[src/rtl/rdless_pkg.sv]
package rdless_pkg;

    parameter int OFS_W  = 16;
    parameter int ID_W   = 16;
    parameter int DATA_W = OFS_W + ID_W;
    parameter int MADDR_W = 64;
    parameter int HALF_W  = MADDR_W / 2;

    // host register word indices
    parameter int REG_REQ  = 0;
    parameter int REG_ALO  = 1;
    parameter int REG_AHI  = 2;

    // byte offsets of the record words relative to the base
    parameter logic [MADDR_W-1:0] VAL_OFS = 64'd4;
    parameter logic [MADDR_W-1:0] TAG_OFS = 64'd0;

    parameter logic [DATA_W-1:0] NO_REG_VAL = '1;

    typedef struct packed {
        logic [ID_W-1:0]  tag;
        logic [OFS_W-1:0] ofs;
    } req_t;

    typedef enum logic [1:0] {
        S_IDLE,
        S_LOOK,
        S_VAL,
        S_TAG
    } seq_state_t;

    function automatic req_t unpack_req(input logic [DATA_W-1:0] w);
        req_t r;
        r.ofs = w[OFS_W-1:0];
        r.tag = w[OFS_W +: ID_W];
        return r;
    endfunction

    function automatic logic [DATA_W-1:0] pack_tag(input req_t r);
        return {r.tag, r.ofs};
    endfunction

endpackage

[src/rtl/rdless_hostif.sv]
module rdless_hostif
    import rdless_pkg::*;
#(
    parameter int PEND_DEPTH = 2,
    parameter int HADDR_W    = 2
) (
    input  logic                clk,
    input  logic                rst,
    input  logic                hw_valid,
    output logic                hw_ready,
    input  logic [HADDR_W-1:0]  hw_addr,
    input  logic [DATA_W-1:0]   hw_data,
    output logic                req_valid,
    output req_t                req_head,
    input  logic                req_pop,
    output logic [MADDR_W-1:0]  base_addr
);

    localparam int CNT_W = $clog2(PEND_DEPTH + 1);
    localparam int PTR_W = (PEND_DEPTH > 1) ? $clog2(PEND_DEPTH) : 1;
    localparam logic [CNT_W-1:0] FULL_CNT = CNT_W'(PEND_DEPTH);
    localparam logic [PTR_W-1:0] LAST_PTR = PTR_W'(PEND_DEPTH - 1);

    req_t              slot_q [PEND_DEPTH];
    logic [PTR_W-1:0]  wr_ptr_q, rd_ptr_q;
    logic [CNT_W-1:0]  cnt_q;
    logic [HALF_W-1:0] alo_q, ahi_q;

    logic full, accept, push, wr_lo, wr_hi;

    assign full     = (cnt_q == FULL_CNT);
    assign hw_ready = !full;
    assign accept   = hw_valid && hw_ready;
    assign push     = accept && (hw_addr == HADDR_W'(REG_REQ));
    assign wr_lo    = accept && (hw_addr == HADDR_W'(REG_ALO));
    assign wr_hi    = accept && (hw_addr == HADDR_W'(REG_AHI));

    assign req_valid = (cnt_q != '0);
    assign req_head  = slot_q[rd_ptr_q];
    assign base_addr = {ahi_q, alo_q};

    function automatic logic [PTR_W-1:0] nxt(input logic [PTR_W-1:0] p);
        return (p == LAST_PTR) ? '0 : p + PTR_W'(1);
    endfunction

    always_ff @(posedge clk) begin
        if (rst) begin
            alo_q <= '0;
            ahi_q <= '0;
        end else begin
            if (wr_lo) alo_q <= hw_data[HALF_W-1:0];
            if (wr_hi) ahi_q <= hw_data[HALF_W-1:0];
        end
    end

    always_ff @(posedge clk) begin
        if (rst) begin
            wr_ptr_q <= '0;
            rd_ptr_q <= '0;
            cnt_q    <= '0;
        end else begin
            if (push) wr_ptr_q <= nxt(wr_ptr_q);
            if (req_pop) rd_ptr_q <= nxt(rd_ptr_q);
            case ({push, req_pop})
                2'b10:   cnt_q <= cnt_q + CNT_W'(1);
                2'b01:   cnt_q <= cnt_q - CNT_W'(1);
                default: cnt_q <= cnt_q;
            endcase
        end
    end

    generate
        for (genvar i = 0; i < PEND_DEPTH; i++) begin : g_slot
            always_ff @(posedge clk) begin
                if (push && wr_ptr_q == PTR_W'(i))
                    slot_q[i] <= unpack_req(hw_data);
            end
        end
    endgenerate

    // the response address comes out of reset at zero
    p_addr_clear_r5: assert property (@(posedge clk) disable iff (rst)
        $past(rst) |-> base_addr == '0);

    // the host port can only reopen after the sequencer took an entry
    p_ready_reopen_r6: assert property (@(posedge clk) disable iff (rst)
        $rose(hw_ready) |-> $past(req_pop));

endmodule

[src/rtl/rdless_wrseq.sv]
module rdless_wrseq
    import rdless_pkg::*;
(
    input  logic                clk,
    input  logic                rst,
    input  logic                req_valid,
    input  req_t                req_head,
    output logic                req_pop,
    input  logic [MADDR_W-1:0]  base_addr,
    output logic [OFS_W-1:0]    rf_addr,
    input  logic [DATA_W-1:0]   rf_rdata,
    input  logic                rf_hit,
    output logic                mw_valid,
    input  logic                mw_ready,
    output logic [MADDR_W-1:0]  mw_addr,
    output logic [DATA_W-1:0]   mw_data
);

    seq_state_t         state_q;
    req_t               cur_q;
    logic [MADDR_W-1:0] base_q;
    logic [DATA_W-1:0]  val_q;

    assign req_pop = (state_q == S_IDLE) && req_valid;
    assign rf_addr = cur_q.ofs;

    always_comb begin
        mw_valid = 1'b0;
        mw_addr  = base_q + TAG_OFS;
        mw_data  = pack_tag(cur_q);
        case (state_q)
            S_VAL: begin
                mw_valid = 1'b1;
                mw_addr  = base_q + VAL_OFS;
                mw_data  = val_q;
            end
            S_TAG: mw_valid = 1'b1;
            default: ;
        endcase
    end

    always_ff @(posedge clk) begin
        if (rst) begin
            state_q <= S_IDLE;
            cur_q   <= '0;
            base_q  <= '0;
            val_q   <= '0;
        end else begin
            case (state_q)
                S_IDLE: if (req_valid) begin
                    cur_q   <= req_head;
                    base_q  <= base_addr;
                    state_q <= S_LOOK;
                end
                S_LOOK: begin
                    val_q   <= rf_hit ? rf_rdata : NO_REG_VAL;
                    state_q <= S_VAL;
                end
                S_VAL: if (mw_ready) state_q <= S_TAG;
                S_TAG: if (mw_ready) state_q <= S_IDLE;
                default: state_q <= S_IDLE;
            endcase
        end
    end

    // a stalled beat keeps its payload
    p_beat_hold_r7: assert property (@(posedge clk) disable iff (rst)
        (mw_valid && !mw_ready) |=> (mw_valid && $stable(mw_addr) && $stable(mw_data)));

    // the value beat is immediately followed by the tag beat of the same record
    p_tag_after_value_r2: assert property (@(posedge clk) disable iff (rst)
        (mw_valid && mw_ready && mw_addr == base_q + VAL_OFS)
        |=> (mw_valid && mw_addr == base_q + TAG_OFS && mw_data[OFS_W-1:0] == rf_addr));

    // an unmapped offset yields the all-ones value
    p_unmapped_r3: assert property (@(posedge clk) disable iff (rst)
        (state_q == S_LOOK && !rf_hit) |=> (mw_valid && mw_data == NO_REG_VAL));

    // nothing is written in the cycle after reset
    p_quiet_after_reset_r8: assert property (@(posedge clk) disable iff (rst)
        $past(rst) |-> !mw_valid);

endmodule

[src/rtl/rdless_resp_top.sv]
module rdless_resp_top
    import rdless_pkg::*;
#(
    parameter int PEND_DEPTH = 2,
    parameter int HADDR_W    = 2
) (
    input  logic                clk,
    input  logic                rst,
    input  logic                hw_valid,
    output logic                hw_ready,
    input  logic [HADDR_W-1:0]  hw_addr,
    input  logic [31:0]         hw_data,
    output logic [15:0]         rf_addr,
    input  logic [31:0]         rf_rdata,
    input  logic                rf_hit,
    output logic                mw_valid,
    input  logic                mw_ready,
    output logic [63:0]         mw_addr,
    output logic [31:0]         mw_data
);

    logic               req_valid, req_pop;
    req_t               req_head;
    logic [MADDR_W-1:0] base_addr;

    rdless_hostif #(
        .PEND_DEPTH (PEND_DEPTH),
        .HADDR_W    (HADDR_W)
    ) u_hostif (
        .clk       (clk),
        .rst       (rst),
        .hw_valid  (hw_valid),
        .hw_ready  (hw_ready),
        .hw_addr   (hw_addr),
        .hw_data   (hw_data),
        .req_valid (req_valid),
        .req_head  (req_head),
        .req_pop   (req_pop),
        .base_addr (base_addr)
    );

    rdless_wrseq u_wrseq (
        .clk       (clk),
        .rst       (rst),
        .req_valid (req_valid),
        .req_head  (req_head),
        .req_pop   (req_pop),
        .base_addr (base_addr),
        .rf_addr   (rf_addr),
        .rf_rdata  (rf_rdata),
        .rf_hit    (rf_hit),
        .mw_valid  (mw_valid),
        .mw_ready  (mw_ready),
        .mw_addr   (mw_addr),
        .mw_data   (mw_data)
    );

endmodule

[config.mk]
export PLATFORM = sky130hd
export DESIGN_NAME = rdless_resp_top
export DESIGN_NICKNAME = d
export VERILOG_FILES = /design/src/rtl/rdless_pkg.sv /design/src/rtl/rdless_hostif.sv /design/src/rtl/rdless_wrseq.sv /design/src/rtl/rdless_resp_top.sv
export SDC_FILE = /design/constraint.sdc
export NUM_CORES = 1
export LEC_CHECK = 0
export ABC_CLOCK_PERIOD_IN_PS = 3150
export CAP_MARGIN = 10
export CORE_MARGIN = 2
export CORE_UTILIZATION = 28
export CTS_CLUSTER_SIZE = 24
export DETAILED_ROUTE_END_ITERATION = 12
export DONT_BUFFER_PORTS = 1
export PLACE_DENSITY = 0.49
export SKIP_CTS_REPAIR_TIMING = 1
export SLEW_MARGIN = 5
export SYNTH_ARGS = -nofsm -noshare
export SYNTH_HDL_FRONTEND = slang
export SYNTH_SLANG_ARGS = --single-unit
[constraint.sdc]
create_clock -name clk -period 3.15 [get_ports clk]
set_input_delay 0.315 -clock clk [delete_from_list [all_inputs] [get_ports clk]]
set_output_delay 0.315 -clock clk [all_outputs]
set_load 0.005 [all_outputs]
After elaboration in Yosys (flattened, before gate mapping)

Memories as Yosys holds them, arrays and structs flattened. A register that Yosys moved wholly into a read port is not among the register bits.
Cells that the tools add are included.

Input bits: 71
Bits in latches: 0
Output and inout bits: 114
Memory bits (writable): 64
Bits in read-only memories: 0
Flip-flop bits (word level): 166
Word-level logic and storage cells: 60
Memories kept: 1

Memory list:

| name            | depth | width | read ports | clocked after memory_dff | write ports | RTL line            | source |
|---|---|---|---|---|---|---|---|
| u_hostif.slot_q | 2     | 32    | 1          | 1                        | 1           | rdless_hostif.sv:24 | `req_t slot_q [PEND_DEPTH];` |

Divide/modulo/power cells: 0
$lt $le $gt $ge: 0
$add $sub $neg: 5
$mul: 0
Bitwise logic cells: 1
Shift operators: 0
Reductions and logical operators: 16
Eq/ne operators: 11
Mux-type cells: 18

Operator list:

| cell                                                   | number |
|---|---|
| two-way mux 32 bit                                     | 3 |
| adder 64 x 3 -> 64 bit (second input constant)         | 1 |
| two-way mux 64 bit                                     | 1 |
| OR reduction 32 bit                                    | 1 |
| equality test 2 bit (second input constant)            | 5 |
| two-way mux 1 bit                                      | 9 |
| one-hot mux 2 bit (4 select lines)                     | 1 |
| logical AND 1 bit                                      | 7 |
| equality test 2 x 1 -> 1 bit (second input constant)   | 3 |
| two-way mux 2 bit                                      | 3 |
| logical NOT 2 bit                                      | 2 |
| inequality test 2 bit (second input constant)          | 2 |
| one-hot mux 2 bit (2 select lines)                     | 1 |
| nonzero test 2 bit                                     | 2 |
| AND reduction 3 bit                                    | 1 |
| adder 1 bit (second input constant)                    | 2 |
| adder 2 x 1 -> 2 bit (second input constant)           | 1 |
| inequality test 2 x 1 -> 1 bit (second input constant) | 1 |
| AND reduction 2 bit                                    | 1 |
| OR reduction 2 bit                                     | 1 |
| subtractor 2 x 1 -> 2 bit (second input constant)      | 1 |
| logical NOT 1 bit                                      | 1 |
| NOT 1 bit                                              | 1 |

Depth between registers and ports, before layout

Gate-level depths: netlist (run 1).

Word-level depth: 9
Mapped depth: 10
Mapped depth without buffers: 8

Cells and area by module

From an unflattened synthesis (run 1), not the netlist that was laid out.

Cells, all modules: 1173
Area, all modules: 11456.0 sq um

Modules (own cells, without submodules):

| module        | cells an instance | area each (sq um) | sequential area each (sq um) | instances |
|---|---|---|---|---|
| rdless_wrseq  | 798               | 6279.8            | 2602.5                       | 1 |
| rdless_hostif | 375               | 5176.2            | 3303.2                       | 1 |

Least setup slack after synthesis (run 1)

Ideal clock, no wire load.

Path kind: register -> register
Start: reg u_hostif.cnt_q[0]
End: mem u_hostif.slot_q[0][0] in the netlist's numbering (enable)
Required time: 2729 ps
Buffers on the path: 0
Arrival: 2372 ps
Period minus slack after synthesis: 2793 ps
Slack: 357 ps
Setup time: 421 ps
Cell stages (with the launch flop): 6
Path through: dfxtp_1 nand2b_1 nand2_1 nor3_1 inv_1 nor2_1

Cells in the longest elaborated chain, start to end: 9
Elaborated cells on any way between the ends: 13
Classes of those cells: eq/ne (1); mux (6); reduce/logical (6)

RTL lines:

| what                                    | RTL line              | source |
|---|---|---|
| start: declaration                      | rdless_hostif.sv:26   | `logic [CNT_W-1:0] cnt_q;` |
| start signal: assignment                | rdless_hostif.sv:65   | `2'b10: cnt_q <= cnt_q + CNT_W'(1);` |
| start signal: assignment                | rdless_hostif.sv:66   | `2'b01: cnt_q <= cnt_q - CNT_W'(1);` |
| start signal: assignment                | rdless_hostif.sv:67   | `default: cnt_q <= cnt_q;` |
| equality test 2 bit *                   | rdless_hostif.sv:31   | `assign full = (cnt_q == FULL_CNT);` |
| logical NOT 1 bit *                     | rdless_hostif.sv:32   | `assign hw_ready = !full;` |
| named net hw_ready                      | rdless_resp_top.sv:10 | `output logic hw_ready,` |
| logical AND 1 bit *                     | rdless_hostif.sv:33   | `assign accept = hw_valid && hw_ready;` |
| logical AND 1 bit *                     | rdless_hostif.sv:34   | `assign push = accept && (hw_addr == HADDR_W'(REG_REQ));` |
| logical AND 1 bit                       | rdless_hostif.sv:75   | `if (push && wr_ptr_q == PTR_W'(i))` |
| two-way mux 1 bit                       | rdless_hostif.sv:75   |  |
| two-way mux 1 bit (not written as such) | rdless_hostif.sv:76   | `slot_q[i] <= unpack_req(hw_data);` |
| OR reduction 32 bit (no line)           | --                    |  |
| two-way mux 1 bit (no line)             | --                    |  |
| end: declaration                        | rdless_hostif.sv:24   |  |

The timed path passes the listed nets; every way through them passes the cells marked *.

Worst setup path after layout (run 1)

Start: reg u_wrseq.base_q[23]
End: out mw_addr[56]

Cells in the longest elaborated chain, start to end: 2

RTL lines:

| what                     | RTL line              | source |
|---|---|---|
| start: declaration       | rdless_wrseq.sv:21    | `logic [MADDR_W-1:0] base_q;` |
| start signal: assignment | rdless_wrseq.sv:52    | `base_q <= base_addr;` |
| adder 64 x 3 -> 64 bit   | rdless_wrseq.sv:34    | `mw_addr = base_q + VAL_OFS;` |
| two-way mux 64 bit       | rdless_wrseq.sv:31    | `case (state_q)` |
| end: declaration         | rdless_resp_top.sv:18 | `output logic [63:0] mw_addr,` |

No other way between the ends.

==> impl_metrics.tcl, run 1 <==
set metrics [dict create \
    status "finished, final reports clean" \
    synth_nets 1242 \
    drv_slew 0 \
    cp_num_buf_inv 2 \
    ios 185 \
    worstPathRequired_ps 2830 \
    finalSetupTns_ps 0 \
    cts_root_buf "clkbuf_16" \
    max_slew_margin_pct 32.50 \
    hold_viol 0 \
    dp_hpwl_um 21930 \
    initial_core_util_pct 28.28 \
    wl_met3_um 1929 \
    setup_viol_count_final 0 \
    min_period_over_period_pct 94.67 \
    syn_inst 1164 \
    p_int_mw 7.021 \
    layout-drive-gt1-share_pct 13.81 \
    p_per_area_mw_per_mm2 749.0 \
    final_net_count 1337 \
    syn_to_final_growth_pct 24.75 \
    p_switching_mw 3.144 \
    postRouteAntennaNets 0 \
    grt_overflow_total 0 \
    maxCapViolCount 0 \
    antenna_found_initial 5 \
    syn_avg_cell_area_um2 9.346 \
    start_kind "flop" \
    place_congestion 0.8329 \
    grt_max_degree 199 \
    grt_setup_unrepaired "false" \
    clock.fmax_mhz 335.3 \
    vias 8524 \
    peakVddDrop_v 0.0004427 \
    die_y_um 201.1 \
    synth_warnings 0 \
    layout_setup_ws_ps 167.9 \
    design_area_mm2 0.01357 \
    rows 72 \
    comb_power_share_pct 25.3 \
    fp.dieW_um 201.1 \
    post-place-ws_ps 349.4 \
    cts_tree "built" \
    cp_common_cell "buf_4" \
    crit_family "simple AND/OR/NAND/NOR gates" \
    fin_crit_ps 2982 \
    grt_pass1_vias 7408 \
    port_buffers 0 \
    clkPwrFrac_pct 33.0 \
    cp_max_fo 6 \
    first_iter_violations 577 \
    synth_seq_cells 262 \
    cts_sinks 262 \
    switching_share_pct 30.93 \
    met2_length_um 14820 \
    cp_data_arrival_time_ps 2670 \
    syn_area_mm2 0.01088 \
    grtUsageTotal_pct 15.19 \
    p_leak_nw 4.886 \
    seqPwrFrac_pct 41.7 \
    grt_pass1_wl_um 47380 \
    crit_slowest_cell "dfxtp_1" \
    met1_length_um 15950 \
    min_path_type "input pin to flop" \
    worstMarginPinSlew_ps 1010 \
    h-tree-depth 1 \
    core_area_mm2 0.03847 \
    skew_ps 9.281 \
    cp_cell_sequence "nand4_2 > nor4_4 > buf_4 > nand3_2 > nor4_2 > xor2_1 > buf_4" \
    worstSetupEndpointType "output port" \
    clk_latency_ps 550 \
    wire_per_inst_um 18.52 \
    dpl_cell_area_mm2 0.01163 \
    die-area_mm2 0.04045 \
    cts_buffers 29 \
    ys_types 40 \
    first_pass_iters 5 \
    cts_max_path_buffers 3 \
    crit_type "flop to output port" \
    top_layer "met5" \
    ys_seq_area_share_pct 54.10 \
    routed_via_density 4.733 \
    drc_errors 0 \
    totalWireLength_um 33350 \
    crit_path_max_incr_delay_ps 470 \
    cts.clk_slew.worst_paths_ps 60 \
]
power by group through the flow:
stage                     sequential [mW]  clock [mW]  combinational [mW]
final                                4.24        3.36                2.57
after CTS                            4.23        3.44                2.18
after floorplan                      4.14           0                1.87
after detailed placement             4.30           0                2.17
after global placement               4.29           0                2.15
after global routing                 4.30        3.57                2.85
cells in the mapped netlist (all sizes together):
| master | count | area share, % |
|---|---|---|
| ha | 7 | 0.81 |
| dfxtp | 198 | 36 |
| nand4b | 2 | 0.16 |
| and3 | 4 | 0.23 |
| a21oi | 129 | 5.9 |
| clkbuf | 67 | 2.3 |
| nand2b | 1 | 0.058 |
| inv | 16 | 0.55 |
| a211oi | 33 | 2.3 |
| nor2 | 96 | 3.3 |
| nand4 | 20 | 1.4 |
| and2 | 1 | 0.058 |
| nor4b | 1 | 0.14 |
| nor3b | 2 | 0.14 |
| xnor2 | 29 | 2.3 |
| mux2 | 33 | 3.4 |
| mux2i | 33 | 3.0 |
| edfxtp | 64 | 18 |
| buf | 23 | 1.5 |
| o22ai | 31 | 1.8 |
| a311oi | 1 | 0.081 |
| o21ai | 3 | 0.14 |
| nand2 | 285 | 9.8 |
| nor4 | 15 | 1.6 |
| and4 | 2 | 0.17 |
| nor3 | 13 | 0.64 |
| or2b | 1 | 0.069 |
| nand3 | 17 | 0.92 |
| or3 | 1 | 0.058 |
| xor2 | 36 | 2.9 |
layout make-up:
cell class | count | area, µm²
Multi-Input combinational cell | 796 | 4602
Inverter | 16 | 62.56
Tap cell | 518 | 648.1
Clock inverter | 6 | 63.81
Clock buffer | 48 | 893.4
Sequential cell | 262 | 5888
Timing Repair Buffer | 154 | 1411
Fill cell | 3934 | 24900
Antenna cell | 1 | 2.502
sequential cells by signal (all words and copies together) (netlist names):
| signal | count |
|---|---|
| u_hostif.ahi_q | 32 |
| u_hostif.alo_q | 32 |
| u_hostif.cnt_q | 2 |
| u_hostif.rd_ptr_q | 1 |
| u_hostif.slot_q | 64 |
| u_hostif.wr_ptr_q | 1 |
| u_wrseq.base_q | 64 |
| u_wrseq.cur_q | 16 |
| u_wrseq.rf_addr | 16 |
| u_wrseq.state_q | 2 |
| u_wrseq.val_q | 32 |
worst paths after layout:
| path | to | slack [ps] | start | cells after the start |
|---|---|---|---|---|
| min reg2reg | u_wrseq.base_q[4] | 450 | u_hostif.alo_q[4] | 2 |
| max reg2reg | u_wrseq.val_q[26] | 670 | u_wrseq.state_q[1] | 6 |
| max | mw_addr[56] | 170 | u_wrseq.base_q[23] | 7 |
| min | u_hostif.wr_ptr_q | 50 | hw_addr[0] | 3 |
worst register-to-register path, cell delays in order, from the launching register on:
cell,delay [ps]
dfxtp_1,340
inv_1,110
ha_1,310
nand2_1,650
o22ai_1,330
nor2_1,80
dlygate4sd3_1,560
cell families after synthesis:
family | share of synthesized area [%]
adders and majority gates | 0.8050
xor gates and xnor gates | 5.233
and+or+nand+nor | 18.84
buffers and inverters | 4.359
muxes | 6.452
AOI/OAI and AO/OA | 10.21
DFF | 54.10
through the flow:
stage / hold WS, ps / std cells / total power [mW] / util, %
after floorplan: 413.9 / 1164 / 6.013 / -
after global placement: 402.8 / 1654 / 6.441 / 30.22
after detailed placement: 407.5 / 1654 / 6.470 / 30.22
after CTS: -178.4 / 1708 / 9.852 / 32.71
after global routing: 73.86 / 1800 / 10.72 / 35.28
final: 53.68 / 1801 / 10.17 / 35.28
metal layers:
layer,GRT usage (%),up-vias
met5,0,-
met4,3.942,6
met3,3.110,47
met2,23.46,230
met1,21.60,4083
li1,-,4158
layout by cell type (no fill, tap or decap), types with 5 or more instances in the layout:
cell type        n
nand2_1        285
clkbuf_8         5
ha_1             6
nor4_2           5
nor3_1          11
o22ai_1         31
clkbuf_16       31
nor4_4           6
mux2i_1         33
nand4_1         17
a21oi_1        129
xor2_1          36
dfxtp_1        196
inv_1           14
a211oi_1        33
clkbuf_1        11
xnor2_1         29
dlygate4sd3_1   84
nand3_1         14
edfxtp_1        64
nor2_1          94
mux2_2          33
buf_4           67
Power figures use the tool's default switching activity.
==> run 2: changes to the inputs <==
--- a/config.mk
+++ b/config.mk
@@ -6,13 +6,13 @@
 export NUM_CORES = 1
 export LEC_CHECK = 0
 export ABC_CLOCK_PERIOD_IN_PS = 3150
+export BUFFER_PORTS_ARGS = -buffer_cell sky130_fd_sc_hd__buf_2
 export CAP_MARGIN = 10
 export CORE_MARGIN = 2
 export CORE_UTILIZATION = 28
 export CTS_CLUSTER_SIZE = 24
 export DETAILED_ROUTE_END_ITERATION = 12
-export DONT_BUFFER_PORTS = 1
-export PLACE_DENSITY = 0.49
+export PLACE_DENSITY = 0.54
 export SKIP_CTS_REPAIR_TIMING = 1
 export SLEW_MARGIN = 5
 export SYNTH_ARGS = -nofsm -noshare
==> run 2 against run 1 <==
Core utilization is 0.53 points lower; clock-buffer cell count decreased by 8; non-clock buffer count increased by 65; critical path depth is 2 higher; critical endpoint is now mw_addr[30]; largest cell class unchanged; via count rose by 1.4%.
==> impl_metrics.tcl, run 2 (synthesis results as in run 1) <==
set metrics [dict create \
    seqPwrFrac_pct 41.8 \
    finalSetupTns_ps 0 \
    cts_max_path_buffers 3 \
    crit_slowest_cell "dfxtp_1" \
    cp_data_arrival_time_ps 2760 \
    grt_pass1_vias 8166 \
    worstMarginPinSlew_ps 1083 \
    min_path_type "input pin to flop" \
    use_met3_pct 2.430 \
    cts_sinks 262 \
    switching_share_pct 31.62 \
    grt_pass1_wl_um 49360 \
    grt_setup_unrepaired "false" \
    rr_worst_depth 6 \
    maxCapViolCount 0 \
    cp_max_fo 4 \
    r2r-start "u_hostif.cnt_q[0]" \
    die-area_mm2 0.04045 \
    crit_family "simple AND/OR/NAND/NOR gates" \
    grt-busiest-layer "met2" \
    ios 185 \
    layout_commonest_cell "nand2_1" \
    clock.fmax_mhz 324.9 \
    drc_errors 0 \
    multi_input_area_mm2 0.004604 \
    cts.clk_slew.worst_paths_ps 60 \
    max_slew_margin_pct 27.63 \
    core_area_mm2 0.03847 \
    drv_slew 0 \
    setup.worst_path.start "u_wrseq.state_q[0]" \
    crit_type "flop to output port" \
    totalWireLength_um 32550 \
    grtUsageTotal_pct 15.64 \
    min_period_over_period_pct 97.70 \
    hold_viol 0 \
    cp_num_buf_inv 3 \
    antenna_found_initial 3 \
    cts_tree "built" \
    worstSetupEndpointType "output port" \
    r2r_slack_ps 710 \
    whs_ps 25.19 \
    layout-drive-gt1-share_pct 24.44 \
    p_per_area_mw_per_mm2 758.1 \
    fin_crit_ps 3077 \
    post-place-ws_ps 342.7 \
    p_leak_nw 5.137 \
    cts_buffers 29 \
    seq_area_mm2 0.005887 \
    initial_core_util_pct 28.28 \
    rows 72 \
    timing.rr.end "u_hostif.slot_q[0][14]" \
    layout_setup_ws_ps 72.56 \
    comb_power_share_pct 24.9 \
    p_switching_mw 3.204 \
    grt_max_degree 127 \
    hold_end "u_hostif.slot_q[0][18]" \
    syn_to_final_growth_pct 22.86 \
    crit_path_max_incr_delay_ps 330 \
    dp_hpwl_um 23000 \
    h-tree-depth 1 \
    routed_via_density 4.633 \
    fillers 3986 \
    p_int_mw 6.929 \
    first_iter_violations 413 \
    grt_use_met2_pct 24.11 \
    cp_common_cell "nand4_1" \
    clk_latency_ps 540 \
    worstPathRequired_ps 2830 \
    peakVddDrop_v 0.0004401 \
    clkPwrFrac_pct 33.3 \
    skew_ps 14.62 \
    cp_num_cells 9 \
    postRouteAntennaNets 0 \
    wire_per_inst_um 17.45 \
    fp.dieW_um 201.1 \
    cts_root_buf "clkbuf_16" \
    grt_overflow_total 0 \
    vias 8645 \
    status "finished, final reports clean" \
    place_congestion 0.8539 \
    final_net_count 1402 \
    start_kind "flop" \
    reg.largest.list "u_hostif.slot_q: 64 flops, u_wrseq.base_q: 64 flops" \
    cp_cell_sequence "inv_1 > ha_2 > nand4_1 > buf_4 > nor4_4 > nand4_1 > nor3_1 > xor2_1 > buf_2" \
    holdPathStages 1 \
    final_core_util_pct 34.75 \
    die_y_um 201.1 \
    layout_common_cells "nand2_1 (285), dfxtp_1 (197), buf_2 (183)" \
    port_buffers 184 \
    first_pass_iters 5 \
    setup_viol_count_final 0 \
    hold_start "hw_data[18]" \
    grt_util_met1_pct 22.40 \
]
## run 2: changes by cell type in the layout (fill, tap and decap cells not counted), moves of 3 or more
| cell | before | now |
|---|---|---|
| clkinvlp_4 | 0 | 3 |
| buf_2 | 0 | 183 |
| dlygate4sd3_1 | 84 | 1 |
| clkbuf_1 | 11 | 6 |
| buf_4 | 67 | 33 |
## run 2: final cells by class
class,count,area share [%]
antenna,2,0.03744
clock buffer,40,6.113
clock inverter,13,1.030
inverter,16,0.4680
multi-input combinational,796,34.45
sequential,262,44.04
tap,518,4.849
timing repair buffer,219,9.014
## run 2: worst max path at each step
stage	end	slack, ps
final	mw_addr[30]	70
after global routing	mw_addr[30]	3
after CTS	mw_addr[62]	-240
after detailed placement	mw_addr[62]	340
after global placement	mw_addr[58]	430
after floorplan	u_hostif.slot_q[0][0]	360
## run 2: power groups by stage
stage               clock, mW  combinational [mW]  sequential [mW]
floorplan                   0                1.87             4.14
CTS                      3.47                2.56             4.24
finish                   3.38                2.52             4.24
detailed placement          0                2.54             4.31
global route             3.61                2.80             4.30
global placement            0                2.51             4.29
## run 2: worst reg2reg max path: cells and delay by family, from the launching register on
kind	cells	cell delay, ps
and+or+nand+nor	4	1030
buffers and inverters	2	570
DFF	1	460
## run 2: stage by stage
step	total power [mW]	std cells	instance area, µm²
finish	10.13	1866	13370
global route	10.71	1865	13360
CTS	10.27	1858	13260
detailed placement	6.856	1805	12300
global placement	6.803	1805	12300
floorplan	6.013	1164	10880
## run 2: per-layer routing
layer / wire (µm) / vias up / share of wire (%)
li1: - / 4297 / -
met1: 15900 / 4055 / 49
met2: 14110 / 241 / 43
met3: 1597 / 52 / 4.9
met4: 946 / 0 / 2.9
met5: 0 / - / 0
